## config.mk

```make
export PLATFORM = sky130hd
export DESIGN_NAME = swtab_dispatch
export DESIGN_NICKNAME = d
export VERILOG_FILES = /design/src/rtl/swtab_pkg.sv /design/src/rtl/swtab_fetch.sv /design/src/rtl/swtab_search.sv /design/src/rtl/swtab_dispatch.sv
export SDC_FILE = /design/constraint.sdc
export NUM_CORES = 1
export LEC_CHECK = 0
export BUFFER_PORTS_ARGS = -buffer_cell sky130_fd_sc_hd__buf_4
export CAP_MARGIN = 0
export CELL_PAD_IN_SITES_DETAIL_PLACEMENT = 2
export CELL_PAD_IN_SITES_GLOBAL_PLACEMENT = 2
export CORE_MARGIN = 2
export CORE_UTILIZATION = 39
export DETAILED_ROUTE_END_ITERATION = 12
export PLACE_DENSITY_LB_ADDON = 0.1
export SLEW_MARGIN = 5
export SYNTH_ARGS = -nofsm -noshare
export SYNTH_HDL_FRONTEND = slang
export SYNTH_SLANG_ARGS = --single-unit
```

## constraint.sdc

```tcl
create_clock -name clk -period 12.3 [get_ports clk]
set_input_delay 2.46 -clock clk [delete_from_list [all_inputs] [get_ports clk]]
set_output_delay 2.46 -clock clk [all_outputs]
set_load 0.01 [all_outputs]
```

## src/rtl/swtab_pkg.sv

```systemverilog
package swtab_pkg;
  localparam int CNT_W = 16;
  localparam logic [15:0] ID_DENSE  = 16'h0100;
  localparam logic [15:0] ID_SORTED = 16'h0200;

  typedef enum logic [2:0] {
    S_IDLE, S_ID, S_SZ, S_FKEY, S_SKEY, S_TGT
  } sw_state_t;

  typedef enum logic [1:0] {
    F_IDLE, F_LO, F_HI
  } fetch_state_t;
endpackage

```

## src/rtl/swtab_fetch.sv

```systemverilog
module swtab_fetch #(
  parameter int ADDR_W = 32
) (
  input  logic              clk,
  input  logic              rst,
  input  logic              go,
  input  logic [ADDR_W-1:0] addr,
  input  logic              wide,
  output logic              mem_req,
  output logic [ADDR_W-1:0] mem_addr,
  input  logic              mem_valid,
  input  logic [15:0]       mem_rdata,
  output logic              fin,
  output logic [31:0]       word
);
  import swtab_pkg::*;

  fetch_state_t st;
  logic         wide_q;

  always_ff @(posedge clk) begin
    if (rst) begin
      st       <= F_IDLE;
      mem_req  <= 1'b0;
      mem_addr <= '0;
      wide_q   <= 1'b0;
      fin      <= 1'b0;
      word     <= '0;
    end else begin
      mem_req <= 1'b0;
      fin     <= 1'b0;
      case (st)
        F_IDLE: if (go) begin
          mem_req  <= 1'b1;
          mem_addr <= addr;
          wide_q   <= wide;
          st       <= F_LO;
        end
        F_LO: if (mem_valid) begin
          word <= {16'h0000, mem_rdata};
          if (wide_q) begin
            mem_req  <= 1'b1;
            mem_addr <= mem_addr + ADDR_W'(1);
            st       <= F_HI;
          end else begin
            fin <= 1'b1;
            st  <= F_IDLE;
          end
        end
        F_HI: if (mem_valid) begin
          word[31:16] <= mem_rdata;
          fin         <= 1'b1;
          st          <= F_IDLE;
        end
        default: st <= F_IDLE;
      endcase
    end
  end
endmodule

```

## src/rtl/swtab_search.sv

```systemverilog
module swtab_search
  import swtab_pkg::*;
(
  input  logic [CNT_W-1:0] lo,
  input  logic [CNT_W-1:0] hi,
  input  logic [CNT_W-1:0] mid,
  input  logic [31:0]      key,
  input  logic [31:0]      probe,
  output logic             eq,
  output logic             exhausted,
  output logic [CNT_W-1:0] nlo,
  output logic [CNT_W-1:0] nhi,
  output logic [CNT_W-1:0] nmid
);
  logic below;

  always_comb begin
    eq    = (key == probe);
    below = ($signed(key) < $signed(probe));
    if (below) begin
      exhausted = (mid == lo);
      nlo       = lo;
      nhi       = mid - 1'b1;
    end else begin
      exhausted = (mid == hi);
      nlo       = mid + 1'b1;
      nhi       = hi;
    end
    nmid = CNT_W'(({1'b0, nlo} + {1'b0, nhi}) >> 1);
  end
endmodule

```

## src/rtl/swtab_dispatch.sv

```systemverilog
module swtab_dispatch #(
  parameter int ADDR_W = 32
) (
  input  logic              clk,
  input  logic              rst,
  input  logic              start,
  input  logic [ADDR_W-1:0] sw_addr,
  input  logic [31:0]       tab_off,
  input  logic [31:0]       test_val,
  output logic              mem_req,
  output logic [ADDR_W-1:0] mem_addr,
  input  logic              mem_valid,
  input  logic [15:0]       mem_rdata,
  output logic              done,
  output logic              hit,
  output logic [ADDR_W-1:0] new_pc,
  output logic              bad_tab
);
  import swtab_pkg::*;

  localparam logic [ADDR_W-1:0] FALL_LEN = ADDR_W'(3);

  function automatic logic [ADDR_W-1:0] ua(input logic [31:0] v);
    return v[ADDR_W-1:0];
  endfunction

  sw_state_t         st;
  logic [ADDR_W-1:0] base, tab, faddr;
  logic [31:0]       keyr;
  logic [CNT_W-1:0]  size_q, lo, hi, mid;
  logic              dense_q, go, fwide;

  logic              fin;
  logic [31:0]       word;
  logic              eq, exhausted;
  logic [CNT_W-1:0]  nlo, nhi, nmid;

  logic [CNT_W-1:0]  sz_in, first_mid;
  logic [31:0]       dense_idx;
  logic              dense_in;
  logic [ADDR_W-1:0] tab_in, a_first_key, a_next_key, a_stgt, a_dtgt;

  swtab_fetch #(.ADDR_W(ADDR_W)) u_fetch (
    .clk(clk), .rst(rst), .go(go), .addr(faddr), .wide(fwide),
    .mem_req(mem_req), .mem_addr(mem_addr), .mem_valid(mem_valid),
    .mem_rdata(mem_rdata), .fin(fin), .word(word)
  );

  swtab_search u_search (
    .lo(lo), .hi(hi), .mid(mid), .key(keyr), .probe(word),
    .eq(eq), .exhausted(exhausted), .nlo(nlo), .nhi(nhi), .nmid(nmid)
  );

  always_comb begin
    tab_in      = sw_addr + ua(tab_off);
    sz_in       = word[CNT_W-1:0];
    first_mid   = CNT_W'(sz_in - 1'b1) >> 1;
    dense_idx   = keyr - word;
    dense_in    = dense_idx < 32'(size_q);
    a_first_key = tab + ua(32'd2 + (32'(first_mid) << 1));
    a_next_key  = tab + ua(32'd2 + (32'(nmid) << 1));
    a_stgt      = tab + ua(32'd2 + (32'(size_q) << 1) + (32'(mid) << 1));
    a_dtgt      = tab + ua(32'd4 + {dense_idx[30:0], 1'b0});
  end

  always_ff @(posedge clk) begin
    if (rst) begin
      st      <= S_IDLE;
      base    <= '0;
      tab     <= '0;
      faddr   <= '0;
      keyr    <= '0;
      size_q  <= '0;
      lo      <= '0;
      hi      <= '0;
      mid     <= '0;
      dense_q <= 1'b0;
      go      <= 1'b0;
      fwide   <= 1'b0;
      done    <= 1'b0;
      hit     <= 1'b0;
      new_pc  <= '0;
      bad_tab <= 1'b0;
    end else begin
      go   <= 1'b0;
      done <= 1'b0;
      case (st)
        S_IDLE: if (start) begin
          base  <= sw_addr;
          keyr  <= test_val;
          tab   <= tab_in;
          faddr <= tab_in;
          fwide <= 1'b0;
          go    <= 1'b1;
          st    <= S_ID;
        end
        S_ID: if (fin) begin
          if (word[15:0] == ID_DENSE || word[15:0] == ID_SORTED) begin
            dense_q <= (word[15:0] == ID_DENSE);
            faddr   <= tab + ADDR_W'(1);
            fwide   <= 1'b0;
            go      <= 1'b1;
            st      <= S_SZ;
          end else begin
            done    <= 1'b1;
            hit     <= 1'b0;
            bad_tab <= 1'b1;
            new_pc  <= base + FALL_LEN;
            st      <= S_IDLE;
          end
        end
        S_SZ: if (fin) begin
          size_q <= sz_in;
          if (dense_q) begin
            faddr <= tab + ADDR_W'(2);
            fwide <= 1'b1;
            go    <= 1'b1;
            st    <= S_FKEY;
          end else if (sz_in == '0) begin
            done    <= 1'b1;
            hit     <= 1'b0;
            bad_tab <= 1'b0;
            new_pc  <= base + FALL_LEN;
            st      <= S_IDLE;
          end else begin
            lo    <= '0;
            hi    <= sz_in - 1'b1;
            mid   <= first_mid;
            faddr <= a_first_key;
            fwide <= 1'b1;
            go    <= 1'b1;
            st    <= S_SKEY;
          end
        end
        S_FKEY: if (fin) begin
          if (dense_in) begin
            faddr <= a_dtgt;
            fwide <= 1'b1;
            go    <= 1'b1;
            st    <= S_TGT;
          end else begin
            done    <= 1'b1;
            hit     <= 1'b0;
            bad_tab <= 1'b0;
            new_pc  <= base + FALL_LEN;
            st      <= S_IDLE;
          end
        end
        S_SKEY: if (fin) begin
          if (eq) begin
            faddr <= a_stgt;
            fwide <= 1'b1;
            go    <= 1'b1;
            st    <= S_TGT;
          end else if (exhausted) begin
            done    <= 1'b1;
            hit     <= 1'b0;
            bad_tab <= 1'b0;
            new_pc  <= base + FALL_LEN;
            st      <= S_IDLE;
          end else begin
            lo    <= nlo;
            hi    <= nhi;
            mid   <= nmid;
            faddr <= a_next_key;
            fwide <= 1'b1;
            go    <= 1'b1;
          end
        end
        S_TGT: if (fin) begin
          done    <= 1'b1;
          hit     <= 1'b1;
          bad_tab <= 1'b0;
          new_pc  <= base + ua(word);
          st      <= S_IDLE;
        end
        default: st <= S_IDLE;
      endcase
    end
  end
endmodule

```

### Yosys cells after proc, flatten, opt, wreduce, memory -nomap -nowiden

Index checks and enable logic that the tools add are counted.

* flip-flop bits (word level): 302

* equality and inequality tests: 35
* order comparisons: 2
* $add $sub $neg: 20
* muxes and demuxes: 133
* reduce and logical (&&, ||, !) cells: 21

Operators with widths (count)
* 2-to-1 mux 32 bit: 26
* 2-to-1 mux 16 bit: 21
* one-hot mux 32 bit (5 select lines): 2
* one-hot mux 16 bit (2 select lines): 4
* adder 32 bit: 3
* adder 32 x 1 -> 32 bit, second input constant: 2
* adder 32 x 2 -> 32 bit, second input constant: 2
* one-hot mux 32 bit (2 select lines): 1
* 2-to-1 mux 1 bit: 54
* adder 2 x 17 -> 18 bit, first input constant: 2
* 2-to-1 mux 3 bit: 11
* adder 3 x 32 -> 32 bit, first input constant: 1
* adder 32 x 17 -> 32 bit: 1
* adder 32 x 18 -> 32 bit: 1
* adder 32 x 19 -> 32 bit: 1
* == test 16 bit: 2
* == test 32 bit: 1
* < comparator 32 x 16 -> 1 bit: 1
* < comparator 32 bit: 1
* subtractor 16 x 1 -> 16 bit, second input constant: 2
* subtractor 32 bit: 1
* != test 2 bit, second input constant: 14
* one-hot mux 1 bit (5 select lines): 5
* adder 18 x 17 -> 19 bit: 1
* 28 further kinds: 51

### Longest topological paths before layout

* depth after elaboration: 9
* mapped depth: 37

### Cells and area by module

Synthesis repeated with hierarchy kept, for this count alone.

* cell total of the unflattened synthesis: 3724
* area, all modules: 27824.2 µm²

Modules (own cells, without submodules)
* swtab_dispatch: times used 1, area an instance 21459.3 µm², cells an instance 2874
* swtab_fetch: times used 1, area an instance 3425.8 µm², cells an instance 422
* swtab_search: times used 1, area an instance 2939.1 µm², cells an instance 428

### Worst setup path after synthesis

No wires, ideal clock.

* path type: register -> register
* start point: register u_fetch.word[25]
* end point: register faddr[29]
* library setup time: 134 ps
* arrival: 7155 ps
* stages on the path, launching flop included: 34
* period minus slack after synthesis: 7289 ps
* slack: 5011 ps
* cell sequence: dfxtp_1 > inv_1 > ha_1 > clkbuf_1 > and4_1 > and2_0 > a221o_1 > o31ai_1 > nand2_1 > clkbuf_1 > clkbuf_1 > o21ai_0 > ha_1 > nor2b_1 > o21ai_0 > a21boi_0 > o211ai_1 > a21boi_0 > o31a_1 > o41ai_1 > o21a_1 > xnor2_1 > ha_1 > ha_1 > a21o_1 > a21oi_1 > nor4b_1 > a21o_1 > nor3_1 > nand2_1 > xnor2_1 > a211o_1 > a211oi_1 > a211oi_1

* word-level cells in the longest chain between the ends: 9
* elaborated cells on any way between the ends: 21
* classes of those cells: 6 x add/sub; 2 x order compare; 3 x eq/ne; 9 x mux; 1 x reduce/logical

Ends and longest elaborated chain
* start, declared: RTL line swtab_fetch.sv:14 `output logic [31:0] word`
* start signal, assigned: RTL line swtab_fetch.sv:40 `word <= {16'h0000, mem_rdata};`
* start signal, assigned: RTL line swtab_fetch.sv:51 `word[31:16] <= mem_rdata;`
* < comparator 32 bit: RTL line swtab_search.sv:19 `below = ($signed(key) < $signed(probe));`
* 2-to-1 mux 16 bit: RTL line swtab_search.sv:20 `if (below) begin`
* adder 16 x 16 -> 17 bit: RTL line swtab_search.sv:29 `nmid = CNT_W'(({1'b0, nlo} + {1'b0, nhi}) >> 1);`
* adder 2 x 17 -> 18 bit: RTL line swtab_dispatch.sv:61 `a_next_key = tab + ua(32'd2 + (32'(nmid) << 1));`
* adder 32 x 18 -> 32 bit: RTL line swtab_dispatch.sv:61
* 2-to-1 mux 32 bit: RTL line swtab_dispatch.sv:155 `end else if (exhausted) begin`
* 2-to-1 mux 32 bit: RTL line swtab_dispatch.sv:150 `if (eq) begin`
* 2-to-1 mux 32 bit: RTL line swtab_dispatch.sv:149 `S_SKEY: if (fin) begin`
* one-hot mux 32 bit (5 select lines): RTL line swtab_dispatch.sv:87 `case (st)`
* end signal, assigned: RTL line swtab_dispatch.sv:92 `faddr <= tab_in;`
* end signal, assigned: RTL line swtab_dispatch.sv:151 `faddr <= a_stgt;`
* end signal, assigned: RTL line swtab_dispatch.sv:165 `faddr <= a_next_key;`
* end, declared: RTL line swtab_dispatch.sv:28 `logic [ADDR_W-1:0] base, tab, faddr;`

Parallel ways exist; a longest one is shown, timed or not. The select of a mux whose other input is x is not followed.
A chain may end at the register's enable or synchronous reset.

### Worst setup path after layout

* start point: register u_fetch.word[28]
* end point: register faddr[29]

Same word-level chain as after synthesis.

==> flow_summary_export.csv <==
group,metric,value,unit
outcome,status,"completed",
pwr,p_sw_share,46.9,%
logic_synthesis,synth-seq-cells,302,
die,dieArea,72900,µm²
pwr,peakVddDrop,0.114,mV
setup_path,r2r-end,"faddr[29]$_SDFFE_PP0P_",
logic_synthesis,synth_most_common_cell,"nand2_1",
logic_synthesis,synth_top_family_by_area,"compound AO/OA/AOI/OAI gates",
global_route,grt_max_degree,89,
setup_path,critical-path-top-delay-family,"compound AO/OA/AOI/OAI gates",
global_route,grt_overflow_total,0,
setup_path,cp-startpoint,"u_fetch.word[28]$_SDFFE_PP0P_",
sta,fmax,111,MHz
sta,maxSlewViolCount,0,
logic_synthesis,synth_adder_area_share,14.1,%
clocking,htreeDepth,2,
drt,drt-total-wl,136,mm
clocking,post_cts_resized,0,
hold_path,min_to,"keyr[27]$_SDFFE_PP0P_",
logic_synthesis,ys_types,91,
setup_path,crit_fanout,61,
die,io_pins,184,
clocking,cts_root_buf,"clkbuf_16",
pwr,pwr-share-seq,20.9,%
placed_design,hpwlAfterDp,104,mm
setup_path,slowest_delay,0.87,ns
run,maxCapViolations,0,
setup_path,regToRegStartpoint,"u_fetch.word[28]$_SDFFE_PP0P_",
logic_synthesis,synth_top_cell_by_area,"dfxtp_1",
logic_synthesis,synthMuxAreaShare,1.16,%
cells_and_area,final_area,31200,µm²
drt,ant_nets,0,
placed_design,gp_congestion,0.966,
logic_synthesis,synth_common_cells,"nand2_1, a21oi_1, dfxtp_1, nor2_1, ha_1",
cells_and_area,areaGrowthSynthToFinish,12.9,%
sta,tightest_slew,1.28,ns
logic_synthesis,syn_nets,4199,
die,die_w,270,µm
logic_synthesis,yosysWarnings,0,
logic_synthesis,avgSynthCellArea,7.29,µm²
sta,hold_ws,0.461,ns
logic_synthesis,synth_top_flop_cell,"dfxtp_1",
logic_synthesis,synth_area,27600,µm²
clocking,clock_sinks,302,
sta,fin_crit_sh,73.4,%
clocking,numCtsBuffers,43,
setup_path,reg2reg_depth,32,
logic_synthesis,ys_seq_area_share,21.9,%
pwr,power_density,180,nW/µm²
logic_synthesis,synth_edf_count,0,
setup_path,reg2reg_slack,3.27,ns
setup_path,cp-start-kind,"register",
pwr,p_clk_share,24.0,%
setup_path,slowest_stage,"nor3_1",
clocking,cts_setup_buffers,0,
sta,tns,0,ns
drt,initialDrtViolationCount,2013,
sta,fin_crit,9.03,ns
drt,first_pass_iters,6,
pwr,p_sw,2.64,mW
placed_design,place_area,29700,µm²
sta,final_hold_viol_count,0,
die,rows,97,
setup_path,arrival,9.45,ns
logic_synthesis,synth_top_area_share,21.9,%
logic_synthesis,synth-simple-area-share,22.4,%
global_route,grt_pass1_wl,206,mm
sta,slew_headroom,14.2,%
logic_synthesis,synth_cells,3786,
clocking,insertion_delay,0.60,ns
logic_synthesis,async_flop_share,0,%
setup_path,path_buf_inv,2,
cells_and_area,nNetsFinal,4243,
setup_path,critPathKind,"register to register",
placed_design,portBuffers,183,
die,initial_core_util,39.4,%
logic_synthesis,synth_xor_area_share,8.09,%
global_route,grt_pass1_vias,32300,
hold_path,worstHoldPathType,"register to register",
setup_path,cpMostUsedCell,"ha_1",
pwr,p_leak,12.6,nW
hold_path,hold_depth,2,
clocking,path_clk_slew,0.07,ns
clocking,postCtsHoldBufs,0,
pwr,p_int,2.99,mW
die,die_y,270,µm
drt,num_vias,30300,
global_route,antenna_found_initial,4,
clocking,clock_path_buffers,3,
global_route,grt.total_usage,36.3,%
sta,clock_skew,0.0189,ns
sta,finalSetupViolCount,0,
clocking,cts_tree,"done",
logic_synthesis,synth_compound_area_share,27.1,%
setup_path,end_kind,"register",
die,core_area,70000,µm²
pwr,comb_power_share,55.1,%
drt,wl_per_cell,28.2,µm
logic_synthesis,synth_area_leaders,"dfxtp_1, ha_1, a21oi_1, nand2_1, xnor2_1",
setup_path,critical_path_required,12.72,ns
drt,via_per_inst,6.30,
drt,drc,0,
hold_path,hp-start,"keyr[27]$_SDFFE_PP0P_",
cells_and_area,drive_gt1_share,9.71,%
sta,rsz0062_at_grt,"no",
-- metrics by stage --
step	total power, mW	setup WS (ns)	utilization (%)	instances
after global routing	5.96	2.75	44.5	4801
after CTS	5.61	3.43	44.5	4801
after detailed placement	4.21	3.45	42.4	4725
after floorplan	3.14	5.01	-	3786
after global placement	4.08	3.75	42.4	4725
final	5.62	3.27	44.5	4803
-- layout by cell type, fill, tap and decap left out, types with 69 or more instances in the layout --
cell / n
xor2_1: 80
nor2_1: 281
a21o_1: 70
xnor2_1: 175
a211oi_1: 69
dfxtp_1: 302
inv_1: 141
o21ai_0: 220
nor3_1: 102
a21oi_1: 412
ha_1: 274
nand2_1: 545
buf_4: 233
nand3_1: 136
-- cell type report --
| class | count | area [µm²] |
|---|---|---|
| multi-input combinational | 3107 | 20200 |
| antenna | 2 | 5.00 |
| timing repair buffer | 234 | 1760 |
| tap | 940 | 1180 |
| sequential | 302 | 6050 |
| fill | 8161 | 38900 |
| clock buffer | 63 | 1280 |
| inverter | 142 | 533 |
| clock inverter | 13 | 209 |
-- worst max path at each step --
stage	end	slack (ns)	cells after the start
3_3_place_gp	faddr[30]$_SDFFE_PP0P_	3.75	29
6_report	faddr[29]$_SDFFE_PP0P_	3.27	32
5_1_grt	faddr[30]$_SDFFE_PP0P_	2.75	30
3_5_place_dp	faddr[29]$_SDFFE_PP0P_	3.45	32
4_1_cts	faddr[29]$_SDFFE_PP0P_	3.43	32
2_1_floorplan	faddr[29]$_SDFFE_PP0P_	5.01	33
-- worst min-delay path: stages (launching register included) --
cell and delay, ns:
dfxtp_1 0.31, nand2_1 0.05, a21oi_1 0.05
-- cell families after synthesis --
kind of cell,after synthesis
XOR/XNOR,255
flip-flops,302
buffers and inverters,377
AND/OR/NAND/NOR,1349
multiplexers,29
AO/OA/AOI/OAI,1176
adder cells (fa/ha/maj),298
-- registers in the layout, indices dropped and copies added (netlist names) --
register	cells
bad_tab	1
base	32
dense_q	1
done	1
faddr	32
fwide	1
go	1
hi	16
hit	1
keyr	32
lo	16
mid	16
new_pc	32
size_q	16
st	3
tab	32
u_fetch.fin	1
u_fetch.mem_addr	32
u_fetch.mem_req	1
u_fetch.st	2
u_fetch.wide_q	1
u_fetch.word	32
-- routing by layer --
layer  GRT usage (%)  wire length (µm)
met1            45.4             57500
met2            60.9             63700
met3            4.17              6380
met4            19.6              8090
met5               0                13
-- power by group through the flow --
stage,Clock [mW],Sequential [mW],Combinational [mW]
5_1_grt,1.41,1.18,3.36
2_1_floorplan,0,1.14,2.00
4_1_cts,1.37,1.17,3.06
3_3_place_gp,0,1.19,2.89
3_5_place_dp,0,1.19,3.02
6_report,1.35,1.18,3.10
Power figures use the tool's default switching activity.
